[config.mk]
export PLATFORM = sky130hd
export DESIGN_NAME = periph_clk_gate
export DESIGN_NICKNAME = d
export VERILOG_FILES = /design/src/rtl/periph_clk_gate.sv
export SDC_FILE = /design/constraint.sdc
export NUM_CORES = 1
export LEC_CHECK = 0
export BUFFER_PORTS_ARGS = -buffer_cell sky130_fd_sc_hd__buf_2
export CAP_MARGIN = 30
export CORE_MARGIN = 8
export CORE_UTILIZATION = 41
export CTS_CLUSTER_DIAMETER = 30
export CTS_CLUSTER_SIZE = 16
export DETAILED_ROUTE_END_ITERATION = 6
export GPL_TIMING_DRIVEN = 0
export PLACE_DENSITY = 0.73
export SLEW_MARGIN = 20
export SYNTH_ARGS = -nofsm -noshare
export SYNTH_HDL_FRONTEND = slang
export SYNTH_SLANG_ARGS = --single-unit
[constraint.sdc]
create_clock -name clk -period 1.45 [get_ports clk]
set_clock_uncertainty 0.2 [all_clocks]
set_input_delay 0.0725 -clock clk [delete_from_list [all_inputs] [get_ports clk]]
set_output_delay 0.0725 -clock clk [all_outputs]
set_load 0.03 [all_outputs]
[src/rtl/periph_clk_gate.sv]
module periph_clk_gate #(
  parameter int NPER = 32,
  parameter int RW = 8,
  parameter logic [NPER-1:0] ERR_MASK = 32'h0000_0003,
  localparam int NREG = NPER / RW,
  localparam int AW = (NREG > 1) ? $clog2(NREG) : 1
) (
  input  logic            clk,
  input  logic            rst_n,
  input  logic            stop_mode,
  input  logic            reg_wr,
  input  logic [AW-1:0]   reg_addr,
  input  logic [RW-1:0]   reg_wdata,
  output logic [RW-1:0]   reg_rdata,
  input  logic [NPER-1:0] acc_sel,
  input  logic            acc_wr,
  input  logic            acc_rd,
  input  logic [NPER-1:0] avail,
  input  logic [RW-1:0]   pr_rdata,
  output logic            fwd_wr,
  output logic            fwd_rd,
  output logic [RW-1:0]   acc_rdata,
  output logic            acc_err,
  output logic [NPER-1:0] clk_en
);

  logic [NPER-1:0] en_q, en_d, blocked, faulty;
  logic strobe, open_acc;

  for (genvar r = 0; r < NREG; r++) begin : g_reg
    assign en_d[r*RW +: RW] = (reg_wr && reg_addr == AW'(r)) ? reg_wdata : en_q[r*RW +: RW];
  end

  always_ff @(posedge clk or negedge rst_n) begin
    if (!rst_n) begin
      en_q   <= '1;
      clk_en <= '1;
    end else begin
      en_q   <= en_d;
      clk_en <= stop_mode ? '0 : en_d;
    end
  end

  assign reg_rdata = en_q[reg_addr*RW +: RW];

  assign faulty   = ERR_MASK & (~en_q | ~avail);
  assign blocked  = ~en_q | faulty;
  assign strobe   = acc_wr | acc_rd;
  assign open_acc = |(acc_sel & ~blocked);

  assign fwd_wr    = acc_wr & open_acc;
  assign fwd_rd    = acc_rd & open_acc;
  assign acc_rdata = fwd_rd ? pr_rdata : '0;
  assign acc_err   = strobe & |(acc_sel & faulty);

endmodule

==> results of run 1 <==
[timing repair]
| item | in CTS | in global routing |
|---|---|---|
| endpoints found under the hold margin | 61 | 0 |
| hold buffers | 9 | 0 |
| pin swaps | 14 | 8 |
| setup endpoints to repair | 19 | 19 |
| setup buffers | 6 | 1 |
| gates resized for setup | 58 | 6 |
| cloned | 2 | 0 |
[where the power goes]
part	total [mW]	internal, mW	switching [mW]
Sequential	2.46	2.27	0.189
Combinational	1.64	0.757	0.887
Clock	1.50	0.791	0.705
[per-stage QoR]
| step | setup TNS (ns) | util, % | hold slack, ns | instances | setup WS (ns) |
|---|---|---|---|---|---|
| floorplan | -2.10 | - | -0.275 | 192 | -0.210 |
| global placement | -7.28 | 53.9 | 0.0543 | 379 | -0.496 |
| detailed placement | -7.59 | 54.0 | 0.0494 | 379 | -0.499 |
| CTS | -8.58 | 63.1 | 0.000495 | 412 | -0.667 |
| global route | -9.47 | 62.8 | 0.0136 | 411 | -0.721 |
| finish | -8.41 | 62.8 | 0.00254 | 411 | -0.661 |
[sequential cells by signal, summed over array words and instances, names as in the netlist]
signal  cells
en_q       32
clk_en     32
[worst register-to-register path, cell delays in order (launching register included)]
cell and delay [ns]:
dfstp_2 0.58, buf_6 0.11, mux2_2 0.14, nor2b_1 0.12
[how the worst max path moves through the flow]
stage,from,end,cells after the start
floorplan,en_q[8],acc_rdata[0],4
global placement,en_q[6],acc_rdata[7],6
detailed placement,en_q[13],acc_rdata[7],6
CTS,en_q[26],acc_rdata[7],7
global route,en_q[6],acc_rdata[7],6
finish,en_q[6],acc_rdata[7],6
[cells in the final DEF (no fill, tap or decap), drive strengths merged]
cell / count
buf: 118
dfstp: 64
mux2: 32
nor2b: 32
clkbuf: 13
a31oi: 11
nand2: 11
dlygate4sd3: 9
mux4: 8
a22o: 7
a221oi: 7
clkinv: 4
inv: 2
nand3b: 2
clkinvlp: 2
nand3: 2
a22oi: 2
and3: 1
and4: 1
nor3b: 1
a21oi: 1
bufinv: 1
[layout make-up]
type / count / area share [%]
multi-input cells: 118 / 30.7
plain buffers: 7 / 1.28
flip-flops and latches: 64 / 40.0
inverters: 2 / 0.179
clock inverters: 7 / 1.73
clock buffers: 9 / 2.95
repair buffers: 124 / 20.7
well taps: 80 / 2.38
[routing by layer]
layer	vias to the layer above	track usage, %
met1	1078	18.5
met2	91	29.7
met4	0	7.08
met5	-	0
li1	979	-
met3	12	7.33
[cells by family (layout without fill, tap and decap cells)]
logic type	after synthesis	after routing	share of synthesized area, %
multiplexers	40	40	19.3
flip-flops	64	64	60.1
AO/OA/AOI/OAI	28	28	7.56
buffers and inverters	10	149	1.83
AND/OR/NAND/NOR	50	50	11.2
==> key figures, run 1 <==
Detailed routing
  • Via/cell ratio: 5.26
  • Drt pass-1 iters: 4
  • Initial DRC Count: 50
  • WL met1: between 3000 and 4000 um
  • Drt total wl: a little over 8000 um
  • Routed wire length per instance: 19.7 um
  • Vias: 2160
  • Met2 WL: 4010 um
  • Final ANT Viol Nets: 0
  • Routed wl met3: 732 um
  • Top sig layer: met4
  • Remaining DRCs: 0

STA
  • Final Hold Vio Count: 0
  • Min Tclk post-route: 2.11 ns
  • Final WS setup: -0.661 ns
  • Rel. slew slack: 48.1%
  • Fmax: 0.474 GHz
  • Least-Margin Pin Slew: 0.779 ns
  • # setup viols final: 19
  • RSZ-0062 raised after global routing: yes
  • Tcrit/Tclk final: 146%
  • Slew Viols, Final: 0

CTS
  • Root Buffer: clkbuf_8
  • Clock buffer depth: 2
  • Clk slew on worst S/H paths: 0.07 ns
  • CTS tree: done
  • CTS Buf Count: 9
  • Clk_lat worst skew: around 0.34 ns
  • CTS sink count: 64
  • H-tree depth: 3

Placement
  • Port bufs: 107
  • Hpwl dp: 5680 um
  • Final GP Congestion: a little under 0.8
  • Post-DP Area: 0.00361 sq mm

Yosys
  • Post-synthesis sequential area ratio: 60.1%
  • Synth warn: 0
  • Syn_nets: 280
  • Synth top cells by count: dfstp_2 (64), mux2_2 (32), nor2b_1 (32)
  • Synth area leaders: dfstp_2 (60%), mux2_2 (13%), nor2b_1 (7.2%)
  • Main synth FF type: dfstp_2
  • Yosys top cell area share: 60.1%
  • Post-synth EDFFs: 0
  • Post-Syn Area: 0.00280 sq mm
  • Most frequent cell after synthesis: dfstp_2
  • Synth Instances: 192
  • Synth Register Bits: 64
  • Synth cell types: 21
  • Asr flop ratio synth: 100%
  • Syn Area/Cell: 14.6 sq um
  • Synth area leader: dfstp_2

Global route
  • Vias in the first global route: 2568
  • Initial antenna violation count: 0
  • GRT Util Overall: roughly 17%
  • Gr ovfl total: 0
  • First-pass GRT wire length: 13100 um
  • Pin count of the biggest net entering global routing: 65

Floorplanning
  • DIE AREA: 0.00972 sq mm
  • Die X-Extent: 98.6 um
  • CORE AREA: approximately 0.0067 sq mm
  • Num rows: 30
  • Initial Util: 41.9%
  • Ports: 139
  • Die H: 98.6 um

Critical path
  • Reg-to-reg setup timing slack: 0.24 ns
  • Cells on worst reg2reg path: 3
  • Crit Path Category: reg -> out
  • Crit Path Max Fanout: 5
  • Setup crit start kind: flop
  • CP max stage cell: dfstp_2
  • Worst path bufs/invs: 2
  • Max incr delay on CP: 0.38 ns
  • Worst R2R End: clk_en[0]
  • CP delay by family, top: compound AO/OA/AOI/OAI gates
  • CP Data Required Time: 1.18 ns
  • Crit-path cells: a22o_1 -> a221oi_2 -> and4_4 -> buf_12 -> a31oi_4 -> buf_6
  • Worst Path Arrival: 1.84 ns
  • Worst Setup End Kind: output port
  • Reg2reg start: en_q[0]

Layout
  • Area of the multi-input gates: 0.00129 sq mm
  • N_diodes: 0
  • Post-Layout Inst Area: 0.00420 sq mm
  • Nets: between 400 and 500
  • Register Area: 0.00168 sq mm
  • Layout cell share with drive strength beyond 1: about four fifths
  • P&R area growth vs syn: 50.1%
  • Filler Cell Count: 523

Pwr
  • Pwr dens: 1330 mW/mm^2
  • Leakage: about 1.8 nW
  • Power, Total: 5.60 mW
  • Worst vdd ir: 0.700 mV

Status
  • Violated checks: negative setup slack
  • Outcome: finished, violations left

Job
  • Number of max-cap violations: 0

Worst hold path
  • Hold Path Class: in -> async
Note: power is estimated with default switching activity, not from simulation.
==> run 2, diff against run 1 <==
--- a/config.mk
+++ b/config.mk
@@ -7,8 +7,10 @@
 export LEC_CHECK = 0
 export BUFFER_PORTS_ARGS = -buffer_cell sky130_fd_sc_hd__buf_2
 export CAP_MARGIN = 30
+export CELL_PAD_IN_SITES_DETAIL_PLACEMENT = 0
+export CELL_PAD_IN_SITES_GLOBAL_PLACEMENT = 2
 export CORE_MARGIN = 8
-export CORE_UTILIZATION = 41
+export CORE_UTILIZATION = 26
 export CTS_CLUSTER_DIAMETER = 30
 export CTS_CLUSTER_SIZE = 16
 export DETAILED_ROUTE_END_ITERATION = 6
==> run 2 against run 1 <==
  * Fmax is 1.1% higher
  * Clock-buffer cell count is 4 higher
  * Final cell count increased by 15%
  * Largest power group unchanged
  * Sequential share of layout area shrank 0.99 points
  * The run still ends with negative setup slack left
==> key figures, run 2 (synthesis gave the netlist of run 1 again) <==
CTS
  • Clk_lat worst skew: 0.33 ns (was 0.34 ns)
  • Clk slew on worst S/H paths: 0.07 ns (about the same)
  • CTS Buf Count: 9 (unchanged)
  • Clock buffer depth: 2 (unchanged)
  • CTS sink count: 64 (unchanged)
  • CTS tree: done (unchanged)
  • H-tree depth: 3 (unchanged)
  • Root Buffer: clkbuf_8 (unchanged)

STA
  • Slew Viols, Final: 0 (unchanged)
  • # setup viols final: 19 (unchanged)
  • Min Tclk post-route: 2.09 ns (was 2.11 ns)
  • Rel. slew slack: 56.4% (was 48.1%)
  • Final WS setup: -0.638 ns (was -0.661 ns)
  • RSZ-0062 raised after global routing: yes (unchanged)
  • Least-Margin Pin Slew: 0.655 ns (was 0.779 ns)
  • Final Hold Vio Count: 0 (unchanged)
  • Fmax: 0.479 GHz (was 0.474 GHz)
  • Worst Hold Slack: 0.0358 ns (was 0.00254 ns)
  • Tcrit/Tclk final: 144% (was 146%)

Status
  • Outcome: finished, violations left (unchanged)
  • Violated checks: negative setup slack (unchanged)

Critical path
  • Reg-to-reg setup timing slack: 0.23 ns (was 0.24 ns)
  • Setup crit start kind: flop (unchanged)
  • Worst Setup End Kind: output port (unchanged)
  • CP Data Required Time: 1.18 ns (about the same)
  • Reg2reg start: en_q[0] (unchanged)
  • CP startpoint: en_q[6] (unchanged)
  • Worst Path Arrival: 1.82 ns (was 1.84 ns)
  • Crit Path Category: reg -> out (unchanged)
  • Crit Path Max Fanout: 5 (unchanged)

Layout
  • Layout cell share with drive strength beyond 1: 77.7% (was 79.8%)
  • Commonest non-fill, non-tap cell in the layout: buf_2 (unchanged)
  • Area of the multi-input gates: 0.00127 sq mm (was 0.00129 sq mm)
  • P&R area growth vs syn: 53.9% (was 50.1%)
  • N_diodes: 0 (unchanged)
  • Top flop regs: clk_en x32, en_q x32 (unchanged)
  • Most frequent cells in the layout: buf_2 (87), dfstp_2 (64), mux2_2 (32), nor2b_1 (32), buf_6 (21) (was buf_2 (87), dfstp_2 (64), mux2_2 (32), nor2b_1 (32), buf_6 (23))
  • Register Area: 0.00168 sq mm (unchanged)
  • Filler Cell Count: 1046 (was 523)
  • Nets: 415 (was 414)

Detailed routing
  • Initial DRC Count: 82 (was 50)
  • Drt total wl: 8770 um (was 8120 um)
  • Final ANT Viol Nets: 0 (unchanged)
  • Remaining DRCs: 0 (unchanged)
  • Via/cell ratio: 4.47 (was 5.26)
  • Vias: 2109 (was 2160)
  • Drt pass-1 iters: 4 (unchanged)
  • Routed wire length per instance: 18.6 um (was 19.7 um)

Global route
  • Initial antenna violation count: 0 (unchanged)
  • First-pass GRT wire length: 13600 um (was 13100 um)
  • GRT Util Overall: 12.3% (was 17.4%)
  • Gr ovfl total: 0 (unchanged)
  • Pin count of the biggest net entering global routing: 37 (was 65)
  • Vias in the first global route: 2499 (was 2568)

Floorplanning
  • Initial Util: 26.3% (was 41.9%)
  • DIE AREA: 0.0143 sq mm (was 0.00972 sq mm)
  • Num rows: 38 (was 30)
  • CORE AREA: 0.0107 sq mm (was 0.00668 sq mm)
  • Die X-Extent: 120 um (was 98.6 um)
  • Ports: 139 (unchanged)
  • Die H: 120 um (was 98.6 um)

Pwr
  • Pwr dens: 1340 mW/mm^2 (was 1330 mW/mm^2)
  • Worst vdd ir: 0.589 mV (was 0.700 mV)
  • Leakage: 1.81 nW (was 1.79 nW)

Placement
  • Pre-CTS setup slack: -0.536 ns (was -0.499 ns)
  • Final GP Congestion: 0.746 (was 0.787)
  • Port bufs: 107 (unchanged)
  • Hpwl dp: 6640 um (was 5680 um)

Job
  • Number of max-cap violations: 0 (unchanged)

Worst hold path
  • Hold Path Class: in -> reg (was in -> async)
  • HP Start: reg_addr[1]
[run 2: critical path, cell delays in order (launching register included)]
cell      delay, ns
dfstp_2        0.39
a22o_1         0.23
a221oi_2       0.17
and4_4         0.32
buf_16         0.15
a31oi_4        0.08
buf_6          0.14
[run 2: final timing paths]
path	to	cells past startpoint
max in group asynchronous	en_q[6]	3
setup / recovery	acc_rdata[3]	6
setup reg to reg	clk_en[0]	3
hold reg to reg	en_q[23]	1
hold / removal	en_q[4]	3
min in group asynchronous	clk_en[15]	2
[run 2: power breakdown]
group	switching, mW	internal (mW)	leakage (nW)	total, mW
combinational	0.885	0.753	1.03	1.64
sequential	0.191	2.27	0.670	2.46
clock	0.657	1.02	0.108	1.67
total	1.73	4.04	1.81	5.77
[run 2: cell type report]
type,count,area share (%)
flip-flops and latches,64,39.1
inverters,2,0.174
multi-input cells,118,29.6
clock inverters,3,1.51
clock buffers,13,3.46
repair buffers,124,20.4
well taps,140,4.07
plain buffers,8,1.71
[run 2: repair_timing]
item / in CTS / in global routing
hold endpoints to repair: 92 / 0
buffers inserted: 3 / 1
cloned: 2 / 0
gates resized for setup: 55 / 1
pin swaps: 14 / 3
endpoints found under the setup margin: 19 / 19
hold buffers: 10 / 0
[run 2: stage by stage]
step	util [%]	total power [mW]	cells	area, sq um	setup TNS, ns
after global routing	40.4	6.03	472	4310	-9.37
after floorplan	-	3.39	192	2970	-2.10
after global placement	34.5	3.88	439	3680	-9.73
final	40.4	5.77	472	4310	-8.11
after CTS	40.3	5.86	471	4290	-8.93
after detailed placement	34.8	3.90	440	3700	-9.79
[run 2: routing by layer]
layer	routed length, um	GRT usage [%]
met5	0	0
met4	62	3.20
met3	806	5.54
met2	4180	20.1
met1	3720	14.5
